File: src/rtl/mbox_pkg.sv
package mbox_pkg;
  localparam int DATA_W  = 64;
  localparam int OPC_W   = 16;
  localparam int RC_W    = 16;
  localparam int LEN_LSB = 16;
  localparam int RC_LSB  = 32;

  localparam int OFF_CTRL = 'h04;
  localparam int OFF_CMD  = 'h08;
  localparam int OFF_STAT = 'h10;
  localparam int OFF_BG   = 'h18;
  localparam int OFF_PAY  = 'h20;

  typedef enum logic [2:0] {
    SEL_NONE,
    SEL_CTRL,
    SEL_CMD,
    SEL_STAT,
    SEL_BG,
    SEL_BUF
  } reg_sel_e;
endpackage

File: src/rtl/mbox_decode.sv
module mbox_decode
  import mbox_pkg::*;
#(
  parameter int ADDR_W    = 12,
  parameter int BUF_WORDS = 32,
  localparam int BUF_AW   = $clog2(BUF_WORDS)
) (
  input  logic [ADDR_W-1:0] addr_i,
  output reg_sel_e          sel_o,
  output logic [BUF_AW-1:0] idx_o
);
  localparam logic [ADDR_W-1:0] PayBase = ADDR_W'(OFF_PAY);
  localparam logic [ADDR_W-1:0] PayEnd  = ADDR_W'(OFF_PAY + BUF_WORDS * 8);

  logic [ADDR_W-1:0] off;

  always_comb begin
    off   = addr_i - PayBase;
    idx_o = BUF_AW'(off >> 3);
    if      (addr_i == ADDR_W'(OFF_CTRL))            sel_o = SEL_CTRL;
    else if (addr_i == ADDR_W'(OFF_CMD))             sel_o = SEL_CMD;
    else if (addr_i == ADDR_W'(OFF_STAT))            sel_o = SEL_STAT;
    else if (addr_i == ADDR_W'(OFF_BG))              sel_o = SEL_BG;
    else if (addr_i >= PayBase && addr_i < PayEnd)   sel_o = SEL_BUF;
    else                                             sel_o = SEL_NONE;
  end
endmodule

File: src/rtl/mbox_buf.sv
module mbox_buf
  import mbox_pkg::*;
#(
  parameter int BUF_WORDS = 32,
  localparam int BUF_AW   = $clog2(BUF_WORDS)
) (
  input  logic              clk_i,
  input  logic              host_we_i,
  input  logic [BUF_AW-1:0] host_idx_i,
  input  logic [DATA_W-1:0] host_wdata_i,
  output logic [DATA_W-1:0] host_rdata_o,
  input  logic              exec_we_i,
  input  logic [BUF_AW-1:0] exec_idx_i,
  input  logic [DATA_W-1:0] exec_wdata_i,
  output logic [DATA_W-1:0] exec_rdata_o
);
  logic [DATA_W-1:0] mem [BUF_WORDS];

  // per-word write ports: executor wins a same-word collision
  for (genvar w = 0; w < BUF_WORDS; w++) begin : g_word
    always_ff @(posedge clk_i) begin
      if (exec_we_i && exec_idx_i == BUF_AW'(w))
        mem[w] <= exec_wdata_i;
      else if (host_we_i && host_idx_i == BUF_AW'(w))
        mem[w] <= host_wdata_i;
    end
  end

  always_comb begin
    host_rdata_o = '0;
    exec_rdata_o = '0;
    if (int'(host_idx_i) < BUF_WORDS) host_rdata_o = mem[host_idx_i];
    if (int'(exec_idx_i) < BUF_WORDS) exec_rdata_o = mem[exec_idx_i];
  end
endmodule

File: src/rtl/mbox_ctrl.sv
module mbox_ctrl
  import mbox_pkg::*;
#(
  parameter int LEN_W = 21
) (
  input  logic             clk_i,
  input  logic             rst_ni,
  input  logic             wr_i,
  input  reg_sel_e         sel_i,
  input  logic             db_bit_i,
  input  logic [OPC_W-1:0] opc_i,
  input  logic [LEN_W-1:0] len_i,
  input  logic             done_i,
  input  logic [RC_W-1:0]  rc_i,
  input  logic [LEN_W-1:0] out_len_i,
  output logic             doorbell_o,
  output logic [OPC_W-1:0] opc_o,
  output logic [LEN_W-1:0] len_o,
  output logic [RC_W-1:0]  rc_o
);
  always_ff @(posedge clk_i or negedge rst_ni) begin
    if (!rst_ni) begin
      doorbell_o <= 1'b0;
      opc_o      <= '0;
      len_o      <= '0;
      rc_o       <= '0;
    end else if (doorbell_o) begin
      // busy: host side locked, only completion acts
      if (done_i) begin
        doorbell_o <= 1'b0;
        rc_o       <= rc_i;
        if (rc_i == '0) len_o <= out_len_i;
      end
    end else if (wr_i) begin
      if (sel_i == SEL_CTRL && db_bit_i) doorbell_o <= 1'b1;
      if (sel_i == SEL_CMD) begin
        opc_o <= opc_i;
        len_o <= len_i;
      end
    end
  end
endmodule

File: src/rtl/mbox_regs.sv
module mbox_regs
  import mbox_pkg::*;
#(
  parameter int ADDR_W    = 12,
  parameter int LEN_W     = 21,
  parameter int BUF_WORDS = 32,
  localparam int BUF_AW   = $clog2(BUF_WORDS)
) (
  input  logic              clk_i,
  input  logic              rst_ni,
  input  logic              req_valid_i,
  input  logic              req_write_i,
  input  logic [ADDR_W-1:0] req_addr_i,
  input  logic [63:0]       req_wdata_i,
  output logic              rsp_valid_o,
  output logic [63:0]       rsp_rdata_o,
  output logic              exec_valid_o,
  output logic [15:0]       exec_opcode_o,
  output logic [LEN_W-1:0]  exec_len_o,
  input  logic              exec_done_i,
  input  logic [15:0]       exec_rc_i,
  input  logic [LEN_W-1:0]  exec_out_len_i,
  input  logic              exec_buf_we_i,
  input  logic [BUF_AW-1:0] exec_buf_addr_i,
  input  logic [63:0]       exec_buf_wdata_i,
  output logic [63:0]       exec_buf_rdata_o
);
  reg_sel_e          sel;
  logic [BUF_AW-1:0] buf_idx;
  logic              wr, rd;
  logic              doorbell;
  logic [OPC_W-1:0]  opc;
  logic [LEN_W-1:0]  len;
  logic [RC_W-1:0]   rc;
  logic [63:0]       buf_rdata, rd_mux;

  assign wr = req_valid_i &&  req_write_i;
  assign rd = req_valid_i && !req_write_i;

  mbox_decode #(.ADDR_W(ADDR_W), .BUF_WORDS(BUF_WORDS)) u_dec (
    .addr_i (req_addr_i),
    .sel_o  (sel),
    .idx_o  (buf_idx)
  );

  mbox_ctrl #(.LEN_W(LEN_W)) u_ctrl (
    .clk_i     (clk_i),
    .rst_ni    (rst_ni),
    .wr_i      (wr),
    .sel_i     (sel),
    .db_bit_i  (req_wdata_i[0]),
    .opc_i     (req_wdata_i[OPC_W-1:0]),
    .len_i     (req_wdata_i[LEN_LSB+LEN_W-1:LEN_LSB]),
    .done_i    (exec_done_i),
    .rc_i      (exec_rc_i),
    .out_len_i (exec_out_len_i),
    .doorbell_o(doorbell),
    .opc_o     (opc),
    .len_o     (len),
    .rc_o      (rc)
  );

  mbox_buf #(.BUF_WORDS(BUF_WORDS)) u_buf (
    .clk_i       (clk_i),
    .host_we_i   (wr && sel == SEL_BUF && !doorbell),
    .host_idx_i  (buf_idx),
    .host_wdata_i(req_wdata_i),
    .host_rdata_o(buf_rdata),
    .exec_we_i   (exec_buf_we_i),
    .exec_idx_i  (exec_buf_addr_i),
    .exec_wdata_i(exec_buf_wdata_i),
    .exec_rdata_o(exec_buf_rdata_o)
  );

  always_comb begin
    unique case (sel)
      SEL_CTRL: rd_mux = {63'd0, doorbell};
      SEL_CMD:  rd_mux = (64'(len) << LEN_LSB) | 64'(opc);
      SEL_STAT: rd_mux = 64'(rc) << RC_LSB;
      SEL_BUF:  rd_mux = buf_rdata;
      default:  rd_mux = '0;
    endcase
  end

  always_ff @(posedge clk_i or negedge rst_ni) begin
    if (!rst_ni) begin
      rsp_valid_o <= 1'b0;
      rsp_rdata_o <= '0;
    end else begin
      rsp_valid_o <= rd;
      if (rd) rsp_rdata_o <= rd_mux;
    end
  end

  assign exec_valid_o  = doorbell;
  assign exec_opcode_o = opc;
  assign exec_len_o    = len;
endmodule

File: config.mk
export PLATFORM = sky130hd
export DESIGN_NAME = mbox_regs
export DESIGN_NICKNAME = d
export VERILOG_FILES = /design/src/rtl/mbox_pkg.sv /design/src/rtl/mbox_decode.sv /design/src/rtl/mbox_buf.sv /design/src/rtl/mbox_ctrl.sv /design/src/rtl/mbox_regs.sv
export SDC_FILE = /design/constraint.sdc
export NUM_CORES = 2
export LEC_CHECK = 0
export BUFFER_PORTS_ARGS = -buffer_cell sky130_fd_sc_hd__clkbuf_2
export CORE_MARGIN = 2
export CORE_UTILIZATION = 55
export DETAILED_ROUTE_END_ITERATION = 6
export PLACE_DENSITY = 0.79
export SLEW_MARGIN = 20
export SYNTH_ARGS = -nofsm -noshare
export SYNTH_HDL_FRONTEND = slang
export SYNTH_SLANG_ARGS = --single-unit
File: constraint.sdc
create_clock -name clk_i -period 9.4 [get_ports clk_i]
set_input_delay 1.88 -clock clk_i [delete_from_list [all_inputs] [get_ports clk_i]]
set_output_delay 1.88 -clock clk_i [all_outputs]
set_load 0.005 [all_outputs]
### Word level (Yosys, flattened, before mapping)

Memory sizes are Yosys's and may differ from the RTL's.
Cells that the tools add are included.

* muxes and demuxes: 207
* order comparisons: 2
* $add $sub $neg: 1
* div/mod/pow operators: 0
* reduce and logical (&&, ||, !) cells: 80
* bitwise operators: 34
* shift-type cells: 0
* equal/unequal tests: 72
* multiply operators: 0

Operator list (count)
* $mux 64: 32
* $pmux 64 s4: 1
* $mux 1: 164
* $eq 5x5->1 const B: 32
* $mux 21: 5
* $eq 5x4->1 const B: 16
* $logic_and 1x1->1: 70
* $eq 5x3->1 const B: 8
* $or 37x16->37: 1
* $or 1x1->1: 32
* $eq 12x5->1 const B: 2
* $eq 5x2->1 const B: 4
* $logic_not 16->1: 1
* $mux 3: 5
* $eq 12x3->1 const B: 1
* $eq 12x4->1 const B: 1
* $ge 12x6->1 const B: 1
* $lt 12x9->1 const B: 1
* $eq 5x1->1 const B: 2
* $logic_not 5->1: 2
* $sub 8x6->8 const B: 1
* $eq 3x2->1 const B: 2
* $ne 2x2->1 const B: 2
* $reduce_and 4->1: 1
* other kinds (7): 9

* bits in writable memories: 2048
* memories kept: 1
* logic and storage cells: 403
* bits in latches: 0
* output and inout bits: 167
* memory bits (read-only): 0
* register bits after elaboration: 119
* bits of input ports: 188

Memory list
* u_buf.mem: depth 32, width 64, read ports 2, clocked after memory_dff 0, wr ports 32, line mbox_buf.sv:17 `logic [DATA_W-1:0] mem [BUF_WORDS];`

### Depth between registers and ports, before layout

* word-level depth: 15
* mapped depth: 13
* gate-level depth less buffers: 7

### By module

From an unflattened synthesis, not the netlist that was laid out.

* cells, all modules: 8559
* area, all modules: 125638.0 um^2

Modules (own cells, without submodules)
* mbox_buf: seq. area each 61499.0 um^2, area an instance 120245.3 um^2, instances 1, cells each 8092
* mbox_regs: seq. area each 1626.6 um^2, area an instance 2941.6 um^2, instances 1, cells each 300
* mbox_ctrl: seq. area each 1351.3 um^2, area an instance 2327.2 um^2, instances 1, cells each 147
* mbox_decode: seq. area each 0.0 um^2, area an instance 123.9 um^2, instances 1, cells each 20

### Worst setup path before layout

No wires, ideal clock.

* kind: in2reg
* start point: input req_addr_i[5]
* end point: memory u_buf.mem[3][0], enable pin
* required time: 8825 ps
* slack: 139 ps
* buffers on the path: 5
* arrival time: 8686 ps
* stages: 11
* setup time: 575 ps
* cells stage by stage: clkbuf_1 > inv_2 > buf_1 > ha_1 > xor2_2 > buf_2 > buf_1 > clkbuf_1 > nor3_1 > nand3_1 > o21ai_0

RTL lines
* start: declaration: line mbox_regs.sv:13 `input logic [ADDR_W-1:0] req_addr_i,`
* end: declaration: line mbox_buf.sv:17

### Worst setup path in the final report

* start point: input exec_buf_addr_i[0]
* end point: output exec_buf_rdata_o[1]

* longest elaborated chain between the ends: 1

RTL lines
* start: declaration: line mbox_regs.sv:24 `input logic [BUF_AW-1:0] exec_buf_addr_i,`
* $mem_v2 32x64
* end: declaration: line mbox_regs.sv:26 `output logic [63:0] exec_buf_rdata_o`

No other way between the ends.

==> flow_summary.html <==
<table>
<tr><th>Metric</th><th>Value</th></tr>
<tr><th colspan="2">Critical path</th></tr>
<tr><td>Critical register-to-register path startpoint</td><td>u_ctrl.doorbell_o</td></tr>
<tr><td>Critical path peak fanout</td><td>55</td></tr>
<tr><td>Data arrival time of the worst path</td><td>4.79 ns</td></tr>
<tr><td>Worst path max stage delay</td><td>0.61 ns</td></tr>
<tr><td>Endpoint of the worst-slack reg-to-reg timing path</td><td>u_buf.mem[31][13]</td></tr>
<tr><td>Crit path cell chain</td><td>buf_8 -&gt; buf_4 -&gt; mux4_2 -&gt; mux4_2 -&gt; mux2_2 -&gt; clkbuf_2</td></tr>
<tr><td>Type of origin of the critical path</td><td>input port</td></tr>
<tr><td>R2R depth</td><td>7</td></tr>
<tr><td>Required time of the critical path</td><td>7.52 ns</td></tr>
<tr><td>Worst path bufs/invs</td><td>3</td></tr>
<tr><td>Class of the most critical setup path</td><td>in2out</td></tr>
<tr><td>Cell class contributing the biggest share of worst-path delay</td><td>multiplexers</td></tr>
<tr><td>Cell mode on critical path</td><td>mux4_2</td></tr>
<tr><td>Internal reg-to-reg setup slack</td><td>4.69 ns</td></tr>
<tr><td>Critical path capture point type</td><td>primary output</td></tr>
<tr><td>Standard cell with the maximum stage delay on the critical path</td><td>buf_4</td></tr>
<tr><th colspan="2">STA</th></tr>
<tr><td>Final worst clock skew</td><td>0.0365 ns</td></tr>
<tr><td>Highest clock frequency the design can meet</td><td>150 MHz</td></tr>
<tr><td>Post-layout minimum cycle time</td><td>6.67 ns</td></tr>
<tr><td>Unrepaired setup endpoints after global routing</td><td>no</td></tr>
<tr><td>Final hold violations</td><td>0</td></tr>
<tr><td>Final number of setup-violating endpoints</td><td>0</td></tr>
<tr><td>Max-slew violation count</td><td>0</td></tr>
<tr><td>Portion of the clock cycle consumed by the worst path in the final layout</td><td>71.0%</td></tr>
<tr><td>Post-Route Setup TNS</td><td>0 ns</td></tr>
<tr><td>Remaining max-slew budget at the tightest pin</td><td>14.8%</td></tr>
<tr><td>Transition at the pin with the smallest max-transition slack</td><td>1.27 ns</td></tr>
<tr><th colspan="2">Synthesis</th></tr>
<tr><td>Largest cells by area after synthesis</td><td>edfxtp_1 (50%), mux4_2 (21%), mux2_2 (19%)</td></tr>
<tr><td>Library cell occupying the most area in the post-synthesis netlist</td><td>edfxtp_1</td></tr>
<tr><td>Number of cells produced by synthesis</td><td>7,217</td></tr>
<tr><td>Syn_nets</td><td>7,411</td></tr>
<tr><td>Most frequently used flop master after synthesis</td><td>edfxtp_1</td></tr>
<tr><td>Area share of the largest cell type after synthesis</td><td>49.6%</td></tr>
<tr><td>Mapped Area</td><td>0.124 sq mm</td></tr>
<tr><td>Count of distinct cell types in the synthesized netlist</td><td>61</td></tr>
<tr><td>Mean instance size in the synthesized netlist</td><td>17.2 sq um</td></tr>
<tr><td>FF+latch count, synth</td><td>2,167</td></tr>
<tr><td>Share of async-settable or async-resettable flops after synthesis</td><td>5.49%</td></tr>
<tr><td>Number of flops mapped to enable cells by yosys</td><td>2,048</td></tr>
<tr><td>Warning count from the yosys run</td><td>0</td></tr>
<tr><td>Proportion of synthesized chip area in sequential cells</td><td>52.0%</td></tr>
<tr><th colspan="2">Routing</th></tr>
<tr><td>Via-per-instance ratio</td><td>7.82</td></tr>
<tr><td>Remaining antenna violation count after routing</td><td>0</td></tr>
<tr><td>Detailed-router iteration count before antenna repair</td><td>6</td></tr>
<tr><td>Per-cell routed wire length</td><td>42.3 microns</td></tr>
<tr><td>Drt first-iter violations</td><td>13.9k</td></tr>
<tr><td>DRC</td><td>0</td></tr>
<tr><td>Number of vias after detailed routing</td><td>80.5k</td></tr>
<tr><td>Final WL</td><td>435,000 microns</td></tr>
<tr><th colspan="2">Power and ir drop</th></tr>
<tr><td>Worst vdd rail ir drop</td><td>0.163 mV</td></tr>
<tr><td>Cell Pwr Density</td><td>167 mW/mm^2</td></tr>
<tr><td>Leakage power</td><td>44.4 nW</td></tr>
<tr><th colspan="2">Cells and area</th></tr>
<tr><td>Fraction of final layout cells sized beyond drive strength 1</td><td>59.6%</td></tr>
<tr><td>Synthesis-to-layout area growth</td><td>10.2%</td></tr>
<tr><td>Number of nets in the layout</td><td>7,285</td></tr>
<tr><td>Final core area utilization</td><td>60.9%</td></tr>
<tr><th colspan="2">Worst hold path</th></tr>
<tr><td>Class of the most critical hold timing path</td><td>reg2reg</td></tr>
<tr><td>Capture endpoint of the worst hold path</td><td>rsp_rdata_o[44]</td></tr>
<tr><td>Min-delay src</td><td>u_ctrl.rc_o[12]</td></tr>
<tr><td>Hold Path Depth</td><td>1</td></tr>
<tr><th colspan="2">Clock tree</th></tr>
<tr><td>Maximum level of the CTS H-tree</td><td>4</td></tr>
<tr><td>Clock root cell</td><td>clkbuf_16</td></tr>
<tr><td>Clock slew seen by the registers of the worst setup and hold paths</td><td>0.06 ns</td></tr>
<tr><td>Inserted Clock Buffers</td><td>228</td></tr>
<tr><td>Clock Tree Buf Depth</td><td>3</td></tr>
<tr><td>Setup bufs post-CTS</td><td>0</td></tr>
<tr><td>Quantity of hold-fixing buffers added after cts</td><td>0</td></tr>
<tr><td>Clock insertion delay at the later pin of the skew report</td><td>0.89 ns</td></tr>
<tr><td>Count of cells resized by post-cts repair</td><td>0</td></tr>
<tr><td>Sink Count</td><td>2,167</td></tr>
<tr><td>CTS tree</td><td>done</td></tr>
<tr><th colspan="2">Status</th></tr>
<tr><td>Result of the run</td><td>finished, final reports clean</td></tr>
<tr><th colspan="2">Floorplanning</th></tr>
<tr><td>Die Footprint</td><td>0.229 sq mm</td></tr>
<tr><td>Area of the placeable core</td><td>0.224 sq mm</td></tr>
<tr><td>Width of the die</td><td>479 microns</td></tr>
<tr><td>Io pins</td><td>355</td></tr>
<tr><td>Std-Cell Rows</td><td>174</td></tr>
<tr><td>Y dimension of the die</td><td>479 microns</td></tr>
<tr><td>Starting Density</td><td>55.3%</td></tr>
<tr><th colspan="2">GRT</th></tr>
<tr><td>GRT Total Usage</td><td>37.5%</td></tr>
<tr><td>First-pass GRT wire length</td><td>605,000 microns</td></tr>
<tr><td>Number of global-route vias before repair</td><td>79.1k</td></tr>
<tr><td>Initial antenna violation count</td><td>41</td></tr>
<tr><td>GRT Residual Overflow</td><td>0</td></tr>
<tr><td>Maximum number of pins on one net before global-route repair</td><td>123</td></tr>
<tr><th colspan="2">Place</th></tr>
<tr><td>GPL Wtd Cong</td><td>0.924</td></tr>
<tr><td>HPWL reported at the end of detailed placement</td><td>237,000 microns</td></tr>
<tr><td># port buffers</td><td>354</td></tr>
<tr><th colspan="2">Run</th></tr>
<tr><td>MaxCap Viol Count</td><td>0</td></tr>
</table>
[area by class of cell]
class                           count  area [sq um]
Clock buffer                      290          6200
Timing Repair Buffer              589          4250
Antenna cell                       19          47.5
Tap cell                         2992          3740
Inverter                            4          15.0
Fill cell                       15900         87800
Sequential cell                  2167         64500
Clock inverter                    134          1650
Multi-Input combinational cell   4101         56300
[state kept, by name, summed over array words and instances (netlist names)]
signal / count
u_ctrl.rc_o: 16
u_buf.mem: 2048
u_ctrl.doorbell_o: 1
rsp_valid_o: 1
u_ctrl.opc_o: 16
u_ctrl.len_o: 21
rsp_rdata_o: 64
[worst max path at each step]
stage	start	to	slack, ns	depth (start not counted)
floorplan	req_addr_i[5]	u_buf.mem[3][0]	0.14	11
global placement	req_addr_i[4]	rsp_rdata_o[47]	2.72	8
detailed placement	exec_buf_addr_i[0]	exec_buf_rdata_o[53]	2.76	6
CTS	exec_buf_addr_i[0]	exec_buf_rdata_o[53]	2.76	6
global route	exec_buf_addr_i[0]	exec_buf_rdata_o[54]	2.62	6
finish	exec_buf_addr_i[0]	exec_buf_rdata_o[1]	2.73	6
[cell usage in the layout, fill, tap and decap left out, types with 9 or more instances in the layout]
cell type,instances
buf_12,36
o22ai_1,137
a221o_1,20
nor3_4,9
nor2_1,66
nor4_1,20
buf_4,187
mux2i_1,32
clkbuf_2,346
clkinv_1,34
nand2_1,54
mux2_1,39
a211o_1,10
nand3_1,16
mux2_2,2147
nand3_4,12
nor3_1,101
clkinvlp_4,13
clkbuf_8,11
o22ai_4,12
mux4_2,1152
or4_1,19
clkbuf_1,44
a22oi_1,46
clkinv_2,38
a22o_1,23
edfxtp_1,2048
clkbuf_16,235
nor2_4,10
bufinv_16,35
buf_8,9
dfrtp_1,118
diode_2,19
o21ai_4,17
o21ai_0,46
[cell families (layout without fill, tap and decap cells)]
family / Yosys count / in the layout / synth area share, %
other: 0 / 19 / 0
muxes: 3370 / 3370 / 41.0
xor gates and xnor gates: 3 / 3 / 0.0272
buffers and inverters: 949 / 1017 / 3.23
DFF: 2167 / 2167 / 52.0
adders and majority gates: 6 / 6 / 0.0605
and+or+nand+nor: 366 / 366 / 1.65
AOI/OAI and AO/OA: 356 / 356 / 2.01
[through the flow]
step,hold WS [ns],power (mW),area [sq um],setup WS (ns),std cells
final,0.499,22.8,137000,2.73,10300
after global placement,0.490,13.2,128000,2.72,9840
after floorplan,0.469,12.5,124000,0.139,7217
after detailed placement,0.487,13.3,129000,2.76,9847
after CTS,0.502,22.7,136000,2.76,10300
after global routing,0.527,23.2,137000,2.62,10300
[routing by layer]
metal | track usage [%] | vias up | part of all wire [%]
li1 | - | 29800 | -
met1 | 47.9 | 41400 | 32
met2 | 55.6 | 7520 | 45
met3 | 12.1 | 1779 | 15
met4 | 23.8 | 36 | 7.7
met5 | 0 | - | 0.056
[synth_stat cells (all sizes together) (5+ instances only)]
library cell	instances
nand3	29
o22ai	149
a32o	5
mux2	2186
nand2b	10
a211o	10
a22oi	46
edfxtp	2048
o21ai	63
ha	6
a22o	23
mux2i	32
nor4	27
nor3	112
dfrtp	119
or4	19
clkbuf	611
a222oi	8
a311o	5
a21oi	6
nor2b	6
a221o	20
nand4	9
buf	334
nand2	61
mux4	1152
nor2	77
a221oi	7
[where the power goes]
group          switching, mW  internal [mW]  total [mW]
Sequential            0.0647           10.7        10.8
Clock                   4.01           5.60        9.62
Combinational           1.33           1.08        2.41
Total                   5.41           17.4        22.8
Note: power is estimated with default switching activity, not from simulation.
